[config.mk]
export PLATFORM = sky130hd
export DESIGN_NAME = sram_lane_ctrl
export DESIGN_NICKNAME = d
export VERILOG_FILES = /design/src/rtl/sram_lane_ctrl.sv
export SDC_FILE = /design/constraint.sdc
export NUM_CORES = 1
export LEC_CHECK = 0
export BUFFER_PORTS_ARGS = -buffer_cell sky130_fd_sc_hd__buf_2
export CAP_MARGIN = 30
export CORE_ASPECT_RATIO = 2
export CORE_UTILIZATION = 49
export CTS_CLUSTER_DIAMETER = 80
export CTS_CLUSTER_SIZE = 20
export DETAILED_ROUTE_END_ITERATION = 16
export PLACE_DENSITY = 0.87
export SETUP_SLACK_MARGIN = 0.5
export SLEW_MARGIN = 20
export SYNTH_ARGS = -nofsm -noshare
export SYNTH_HDL_FRONTEND = slang
export SYNTH_SLANG_ARGS = --single-unit
[constraint.sdc]
create_clock -name clk -period 4.4 [get_ports clk]
set_clock_uncertainty 0.1 [all_clocks]
set_input_delay 0.88 -clock clk [delete_from_list [all_inputs] [get_ports clk]]
set_output_delay 0.88 -clock clk [all_outputs]
set_load 0.05 [all_outputs]
[src/rtl/sram_lane_ctrl.sv]
module sram_lane_ctrl #(
  parameter int ADDR_W  = 18,
  parameter int LANES   = 2,
  parameter int CLK_NS  = 8,
  parameter int T_WP_NS = 35,
  parameter int T_DS_NS = 25,
  parameter int T_WC_NS = 45,
  parameter int T_RC_NS = 45,
  parameter int T_AA_NS = 45,
  parameter int T_OE_NS = 25,
  parameter int T_BE_NS = 45
) (
  input  logic                 clk,
  input  logic                 rst,
  input  logic                 req,
  input  logic                 wr,
  input  logic [ADDR_W-1:0]    addr,
  input  logic [8*LANES-1:0]   wdata,
  input  logic [LANES-1:0]     mask,
  output logic                 ready,
  output logic [8*LANES-1:0]   rdata,
  output logic [ADDR_W-1:0]    mem_addr,
  output logic                 mem_ce_n,
  output logic                 mem_we_n,
  output logic                 mem_oe_n,
  output logic [LANES-1:0]     mem_be_n,
  output logic [8*LANES-1:0]   mem_dout,
  input  logic [8*LANES-1:0]   mem_din,
  output logic                 mem_dout_en
);

  function automatic int cyc(input int ns);
    int c;
    c = (ns + CLK_NS - 1) / CLK_NS;
    return (c < 1) ? 1 : c;
  endfunction

  function automatic int imax(input int a, input int b);
    return (a > b) ? a : b;
  endfunction

  localparam int DW       = 8 * LANES;
  localparam int WE_CYC   = imax(cyc(T_WP_NS), cyc(T_DS_NS));
  localparam int HOLD_CYC = imax(1, cyc(T_WC_NS) - WE_CYC);
  localparam int RD_CYC   = imax(imax(cyc(T_RC_NS), cyc(T_AA_NS)),
                                 imax(cyc(T_OE_NS), cyc(T_BE_NS)));
  localparam int MAX_CYC  = imax(imax(WE_CYC, HOLD_CYC), RD_CYC);
  localparam int CNT_W    = $clog2(MAX_CYC + 1);

  typedef enum logic [2:0] {S_IDLE, S_WRP, S_WRH, S_RD, S_DONE} st_t;

  st_t              st;
  logic [CNT_W-1:0] cnt;
  logic [DW-1:0]    data_q;
  logic [LANES-1:0] mask_q;
  logic [DW-1:0]    cap;
  logic             active;

  for (genvar i = 0; i < LANES; i++) begin : g_lane
    assign cap[8*i +: 8] = mask_q[i] ? mem_din[8*i +: 8] : 8'h00;
  end

  always_ff @(posedge clk) begin
    if (rst) begin
      st       <= S_IDLE;
      cnt      <= '0;
      mem_addr <= '0;
      data_q   <= '0;
      mask_q   <= '0;
      rdata    <= '0;
    end else begin
      case (st)
        S_IDLE: if (req) begin
          mem_addr <= addr;
          data_q   <= wdata;
          mask_q   <= mask;
          if (wr) begin
            st  <= S_WRP;
            cnt <= CNT_W'(WE_CYC - 1);
          end else begin
            st  <= S_RD;
            cnt <= CNT_W'(RD_CYC - 1);
          end
        end
        S_WRP: if (cnt == '0) begin
          st  <= S_WRH;
          cnt <= CNT_W'(HOLD_CYC - 1);
        end else cnt <= cnt - 1'b1;
        S_WRH: if (cnt == '0) st <= S_DONE;
               else cnt <= cnt - 1'b1;
        S_RD: if (cnt == '0) begin
          st    <= S_DONE;
          rdata <= cap;
        end else cnt <= cnt - 1'b1;
        default: st <= S_IDLE;
      endcase
    end
  end

  assign active      = (st == S_WRP) || (st == S_WRH) || (st == S_RD);
  assign mem_ce_n    = !active;
  assign mem_we_n    = (st != S_WRP);
  assign mem_oe_n    = (st != S_RD);
  assign mem_be_n    = active ? ~mask_q : '1;
  assign mem_dout    = data_q;
  assign mem_dout_en = (st == S_WRP) || (st == S_WRH);
  assign ready       = (st == S_DONE);


  no_bus_fight_chk: assert property (@(posedge clk) disable iff (rst)
    !mem_oe_n |-> !mem_dout_en && mem_we_n);


  we_inside_ce_chk: assert property (@(posedge clk) disable iff (rst)
    !mem_we_n |-> !mem_ce_n && mem_dout_en && mem_oe_n);


  we_rise_hold_chk: assert property (@(posedge clk) disable iff (rst)
    $rose(mem_we_n) |-> !mem_ce_n && mem_dout_en && $stable(mem_dout) && $stable(mem_be_n));


  ready_pulse_chk: assert property (@(posedge clk) disable iff (rst)
    ready |=> !ready);


  addr_stable_chk: assert property (@(posedge clk) disable iff (rst)
    (!mem_ce_n && $past(!mem_ce_n)) |-> $stable(mem_addr) && $stable(mem_dout));


  turnaround_chk: assert property (@(posedge clk) disable iff (rst)
    $fell(mem_ce_n) |-> $past(!ready));

endmodule

==> results.toml, run 1 <==
[critical_path]
cpMaxStageDelayCell = "and3b_1"
worstPathMaxFanout = 17
cpPeakStageDelay_ns = 0.61
critPathKind = "register to output port"
rrSetupSlack_ns = 2.22
worstRegToRegCells = 4
regToRegStartpoint = "st[1]"
r2r_end = "rdata[9]"
end_kind = "output port"
cp.required_ns = 3.42
startpoint_type = "register"
crit_arrival_ns = 2.22
path_cells = "and3b_1 > inv_1 > buf_2"

[grt]
grt_pass1_vias = 2227
grt_overflow = 0
antenna_found_initial = 0
grt_max_degree = 58
grt_pass1_wl_microns = 9580
grt_use_total = 0.252

[placed_design]
io_buffers = 112
dpl.cell_count = 428
dpl-instance-area_sq_um = 2840
dpl.hpwl_microns = 4190
place.gp.congestion = 0.887

[sta]
worst_pin_slew_ns = 0.617
rsz0062_at_grt = "false"
setup_viol = 0
timing.fmax_mhz = 312
hold_violations = 0
fin_crit_sh = 0.727
max_slew_margin = 0.589
drv_slew = 0
finalSetupTns_ns = 0
min_period_ns = 3.20

[clock_tree]
htree_levels = 3
clock-root-buffer = "clkbuf_8"
postCtsSetupBuffers = 0
cts_hold_buffers = 0
ctsResizeCount = 0
path_clk_slew_ns = 0.06
cts_made_buffers = 9
cts_tree = "done"
cts.sinks = 58
clk_path_buf_depth = 2
clock_latency_ns = 0.33

[min_path]
hold_path_depth = 2
hold_start = "mem_addr[4]"
min_to = "mem_addr[4]"
hold_class = "register to register"

[yosys]
synth_top_area_share = 0.500
synth_nets = 341
syn_inst = 283
yosysSeqAreaShare = 0.500
synth.area.top_cells = "dfxtp_1, nand2_1, a21oi_1"
synth_top_cell_by_area = "dfxtp_1"
synth_seq_cells = 58
synth.cell_area_sq_um = 2320
avgSynthCellArea_sq_um = 8.21
synth_warnings = 0
ys_types = 30

[route]
drt_iter0_markers = 56
routed_wl_microns = 6120
drc = 0
firstDrtPassIters = 6
wl_met1_microns = 2180
top_layer = "met4"
num_vias = 2344
routed_via_density = 5.27
dr_wl_met2_microns = 3490
drtAntennaViolNets = 0
wl_per_cell_microns = 13.7
wl_met3_microns = 321

[power_and_ir_drop]
finalPower_mw = 1.98
power_density_nw_per_um2 = 634
power_leakage_nw = 1.41
ir_worst_vdd_v = 0.000474

[floorplanning]
rows = 35
die_x_microns = 50.7
core_sq_um = 4600
ioPinCount = 113
die_h_microns = 99.4
initial_core_util = 0.505
fp.dieArea_sq_um = 5040

[cells_and_area]
final_area_sq_um = 3120
final_cells = 445
drive_gt1_frac = 0.346
nets = 443
final_common_cell = "buf_2"
n_antenna_cell = 0
syn2layout_area_growth_pct = 34.1
mostFrequentLayoutCells = "buf_2, nand2_1, dfxtp_1"
nFillCells = 396

[outcome]
outcome = "finished, final reports clean"

[run]
max_cap_violations = 0
-- how the worst max path moves through the flow --
stage / endpoint / cells past startpoint / slack, ns / start
after floorplan: mem_dout_en / 3 / 2.23 / st[1]
after global placement: mem_oe_n / 3 / 1.69 / st[1]
after detailed placement: mem_oe_n / 3 / 1.60 / st[1]
after CTS: mem_oe_n / 3 / 1.20 / st[1]
after global routing: mem_oe_n / 3 / 1.05 / st[1]
final: mem_oe_n / 3 / 1.20 / st[1]
-- per-stage QoR --
step           hold WS (ns)   util  setup WS [ns]
2_1_floorplan         0.344      -           2.23
3_3_place_gp          0.338  0.614           1.69
3_5_place_dp          0.343  0.617           1.60
4_1_cts               0.351  0.672           1.20
5_1_grt               0.370  0.678           1.05
6_report              0.352  0.678           1.20
-- Yosys cell counts --
library cell	count
nor4b_4	1
o22ai_1	1
o21ai_0	17
ha_1	2
or3b_2	1
a2111oi_2	1
o31ai_1	2
buf_1	1
and3b_1	1
o32ai_1	1
nor3_1	4
or3_4	1
inv_1	7
and3b_4	1
clkbuf_1	9
buf_2	9
nand2b_1	4
and2b_1	1
and2_1	2
nand4_1	16
xnor2_1	1
nor2_1	3
nand2_1	76
buf_6	5
o311a_1	1
or4b_1	1
a211oi_1	2
dfxtp_1	58
a21oi_1	53
or3_1	1
-- power by group --
| group | total, mW | internal (mW) | switching, mW | leakage (nW) |
|---|---|---|---|---|
| clock | 0.608 | 0.407 | 0.201 | 0.123 |
| sequential | 0.662 | 0.597 | 0.0650 | 0.473 |
| combinational | 0.707 | 0.192 | 0.516 | 0.817 |
-- cell families (layout without fill, tap and decap cells) --
logic type                 count (synthesis)  in the layout  share of synthesized area
AOI/OAI and AO/OA                         78             78                      0.181
xor gates and xnor gates                   1              1                    0.00377
adders and majority gates                  2              2                     0.0108
buffers and inverters                     31            138                     0.0711
DFF                                       58             58                      0.500
and+or+nand+nor                          113            113                      0.234
-- layer usage --
metal	vias to the layer above	track usage
li1	1165	-
met1	1080	0.259
met2	87	0.444
met3	12	0.0780
met4	0	0.128
met5	-	0
-- critical path, delay by kind of cell, from the launching register on --
kind | cells | cell delay [ns]
AND/OR/NAND/NOR | 1 | 0.61
buffers and inverters | 2 | 0.71
flip-flops | 1 | 0.57
-- final cells by class --
type                    count  area, sq um  share of cell area
clock buffers              12          155              0.0498
well taps                  55         68.8              0.0221
clock inverters             4         97.6              0.0313
inverters                   7         26.3             0.00843
flip-flops and latches     58         1160               0.373
repair buffers            115          611               0.196
multi-input cells         194          997               0.320
-- registers in the layout, indices dropped and copies added (netlist names) --
name      flops
st            3
mask_q        2
mem_dout     16
mem_addr     18
rdata        16
cnt           3
Note: power is estimated with default switching activity, not from simulation.
==> inputs of run 2 (changes only) <==
--- a/config.mk
+++ b/config.mk
@@ -8,11 +8,11 @@
 export BUFFER_PORTS_ARGS = -buffer_cell sky130_fd_sc_hd__buf_2
 export CAP_MARGIN = 30
 export CORE_ASPECT_RATIO = 2
-export CORE_UTILIZATION = 49
+export CORE_UTILIZATION = 45
 export CTS_CLUSTER_DIAMETER = 80
 export CTS_CLUSTER_SIZE = 20
 export DETAILED_ROUTE_END_ITERATION = 16
-export PLACE_DENSITY = 0.87
+export PLACE_DENSITY = 0.81
 export SETUP_SLACK_MARGIN = 0.5
 export SLEW_MARGIN = 20
 export SYNTH_ARGS = -nofsm -noshare
==> constraint.sdc (replaced) <==
create_clock -name clk -period 3 [get_ports clk]
set_clock_uncertainty 0.1 [all_clocks]
set_input_delay 0.6 -clock clk [delete_from_list [all_inputs] [get_ports clk]]
set_output_delay 0.6 -clock clk [all_outputs]
set_load 0.05 [all_outputs]
==> run 2 against run 1 <==
Clock power rose by 9.7%. Via count did not move. Combinational power rose by 47%. Final area fell by 2.1%. Critical path depth did not move. Sequential power rose by 48%. Utilization fell by 5.7 points. Worst setup slack got worse by 0.61 ns. Die area rose by 8.6%. Wire length fell by 0.49%. Highest routed layer unchanged.
==> results.toml, run 2 (synthesis gave the netlist of run 1 again) <==
[clock_tree]
clock-root-buffer = "clkbuf_8"
cts_tree = "done"
cts_made_buffers = 9
path_clk_slew_ns = 0.06
cts.sinks = 58
clock_latency_ns = 0.33
cts_hold_buffers = 0
clk_path_buf_depth = 2
htree_levels = 3

[outcome]
outcome = "finished, final reports clean"

[floorplanning]
fp.dieArea_sq_um = 5470
initial_core_util = 0.473
core_sq_um = 4910
rows = 36
ioPinCount = 113
die_x_microns = 52.8
die_h_microns = 104

[min_path]
hold_start = "mem_dout[7]"
hold_class = "register to register"
min_to = "mem_dout[7]"
hold_path_depth = 2

[cells_and_area]
drive_gt1_frac = 0.358
n_antenna_cell = 0
final_area_sq_um = 3050
largest_reg_flops = 18
final_common_cell = "buf_2"
fin_util = 0.621
syn2layout_area_growth_pct = 31.3
nFillCells = 464
regMostFlops = "mem_addr"
mostFrequentLayoutCells = "buf_2, nand2_1, dfxtp_1"
nets = 444

[placed_design]
place.gp.congestion = 0.786
dpl-instance-area_sq_um = 2850
io_buffers = 112
dpl.hpwl_microns = 4300

[grt]
grt_pass1_vias = 2206
grt_max_degree = 41
grt_use_total = 0.236
grt_overflow = 0
antenna_found_initial = 0
grt_pass1_wl_microns = 9620

[power_and_ir_drop]
power_density_nw_per_um2 = 879
p_int_mw = 1.52
power_leakage_nw = 1.38
p_sw_mw = 1.16
power_frac_seq = 0.365
finalPower_mw = 2.68
ir_worst_vdd_v = 0.000662
p_sw_frac = 0.432
power_frac_comb = 0.387
power_frac_clock = 0.249

[critical_path]
crit_arrival_ns = 1.71
startpoint_type = "register"
r2r_end = "cnt[0]"
critPathKind = "register to output port"
worstPathMaxFanout = 17
end_kind = "output port"
rrSetupSlack_ns = 1.10
worstRegToRegCells = 5
regToRegStartpoint = "cnt[0]"
cp.required_ns = 2.30

[sta]
hold_violations = 0
rsz0062_at_grt = "false"
worst_pin_slew_ns = 0.703
finalSetupTns_ns = 0
drv_slew = 0
max_slew_margin = 0.531
whs_ns = 0.352
min_period_ns = 2.41
fin_crit_sh = 0.802
setup_viol = 0
timing.fmax_mhz = 416

[route]
drc = 0
routed_via_density = 5.23
drt_iter0_markers = 56
num_vias = 2344
routed_wl_microns = 6090
firstDrtPassIters = 6
drtAntennaViolNets = 0
wl_per_cell_microns = 13.6

[run]
max_cap_violations = 0
run 2: how the worst max path moves through the flow:
stage / startpoint / cells past startpoint / to / slack, ns
5_1_grt: st[2] / 3 / mem_oe_n / 0.52
6_report: st[2] / 3 / mem_oe_n / 0.59
3_3_place_gp: req / 4 / st[0] / 0.74
4_1_cts: st[0] / 3 / mem_oe_n / 0.55
3_5_place_dp: st[2] / 3 / mem_oe_n / 0.82
2_1_floorplan: st[1] / 3 / mem_dout_en / 1.11
run 2: layout make-up:
class                      count  area (sq um)  area share
clock buffer                  12           165      0.0541
timing repair buffer         116           598       0.196
multi-input combinational    194           997       0.327
tap                           57          71.3      0.0234
clock inverter                 4          25.0     0.00820
inverter                       7          30.0     0.00984
sequential                    58          1160       0.381
run 2: layer usage:
| layer | part of all wire | routed length [microns] | track usage |
|---|---|---|---|
| met1 | 0.37 | 2280 | 0.247 |
| met2 | 0.55 | 3350 | 0.407 |
| met3 | 0.050 | 303 | 0.0631 |
| met4 | 0.025 | 150 | 0.122 |
| met5 | 0 | 0 | 0 |
run 2: power groups by stage:
stage | Clock, mW | Sequential (mW) | Combinational (mW)
after floorplan | 0 | 1.19 | 0.630
after global placement | 0 | 0.986 | 1.01
after detailed placement | 0 | 0.990 | 1.04
after CTS | 0.678 | 0.975 | 1.04
after global routing | 0.714 | 0.994 | 1.12
final | 0.667 | 0.977 | 1.04
run 2: worst max-delay path, cell delays in order, from the launching register on:
cell        delay [ns]
dfxtp_1           0.58
and3b_1           0.28
clkinvlp_4        0.21
buf_2             0.31
run 2: through the flow:
stage                     std cells  setup slack (ns)
final                           448             0.593
after global routing            448             0.520
after CTS                       448             0.552
after global placement          431             0.737
after detailed placement        432             0.819
after floorplan                 283              1.11
run 2: timing repair:
item	4_1_cts	5_1_grt
resized for setup	2	1
buffers inserted	0	0
setup endpoints to repair	1	1
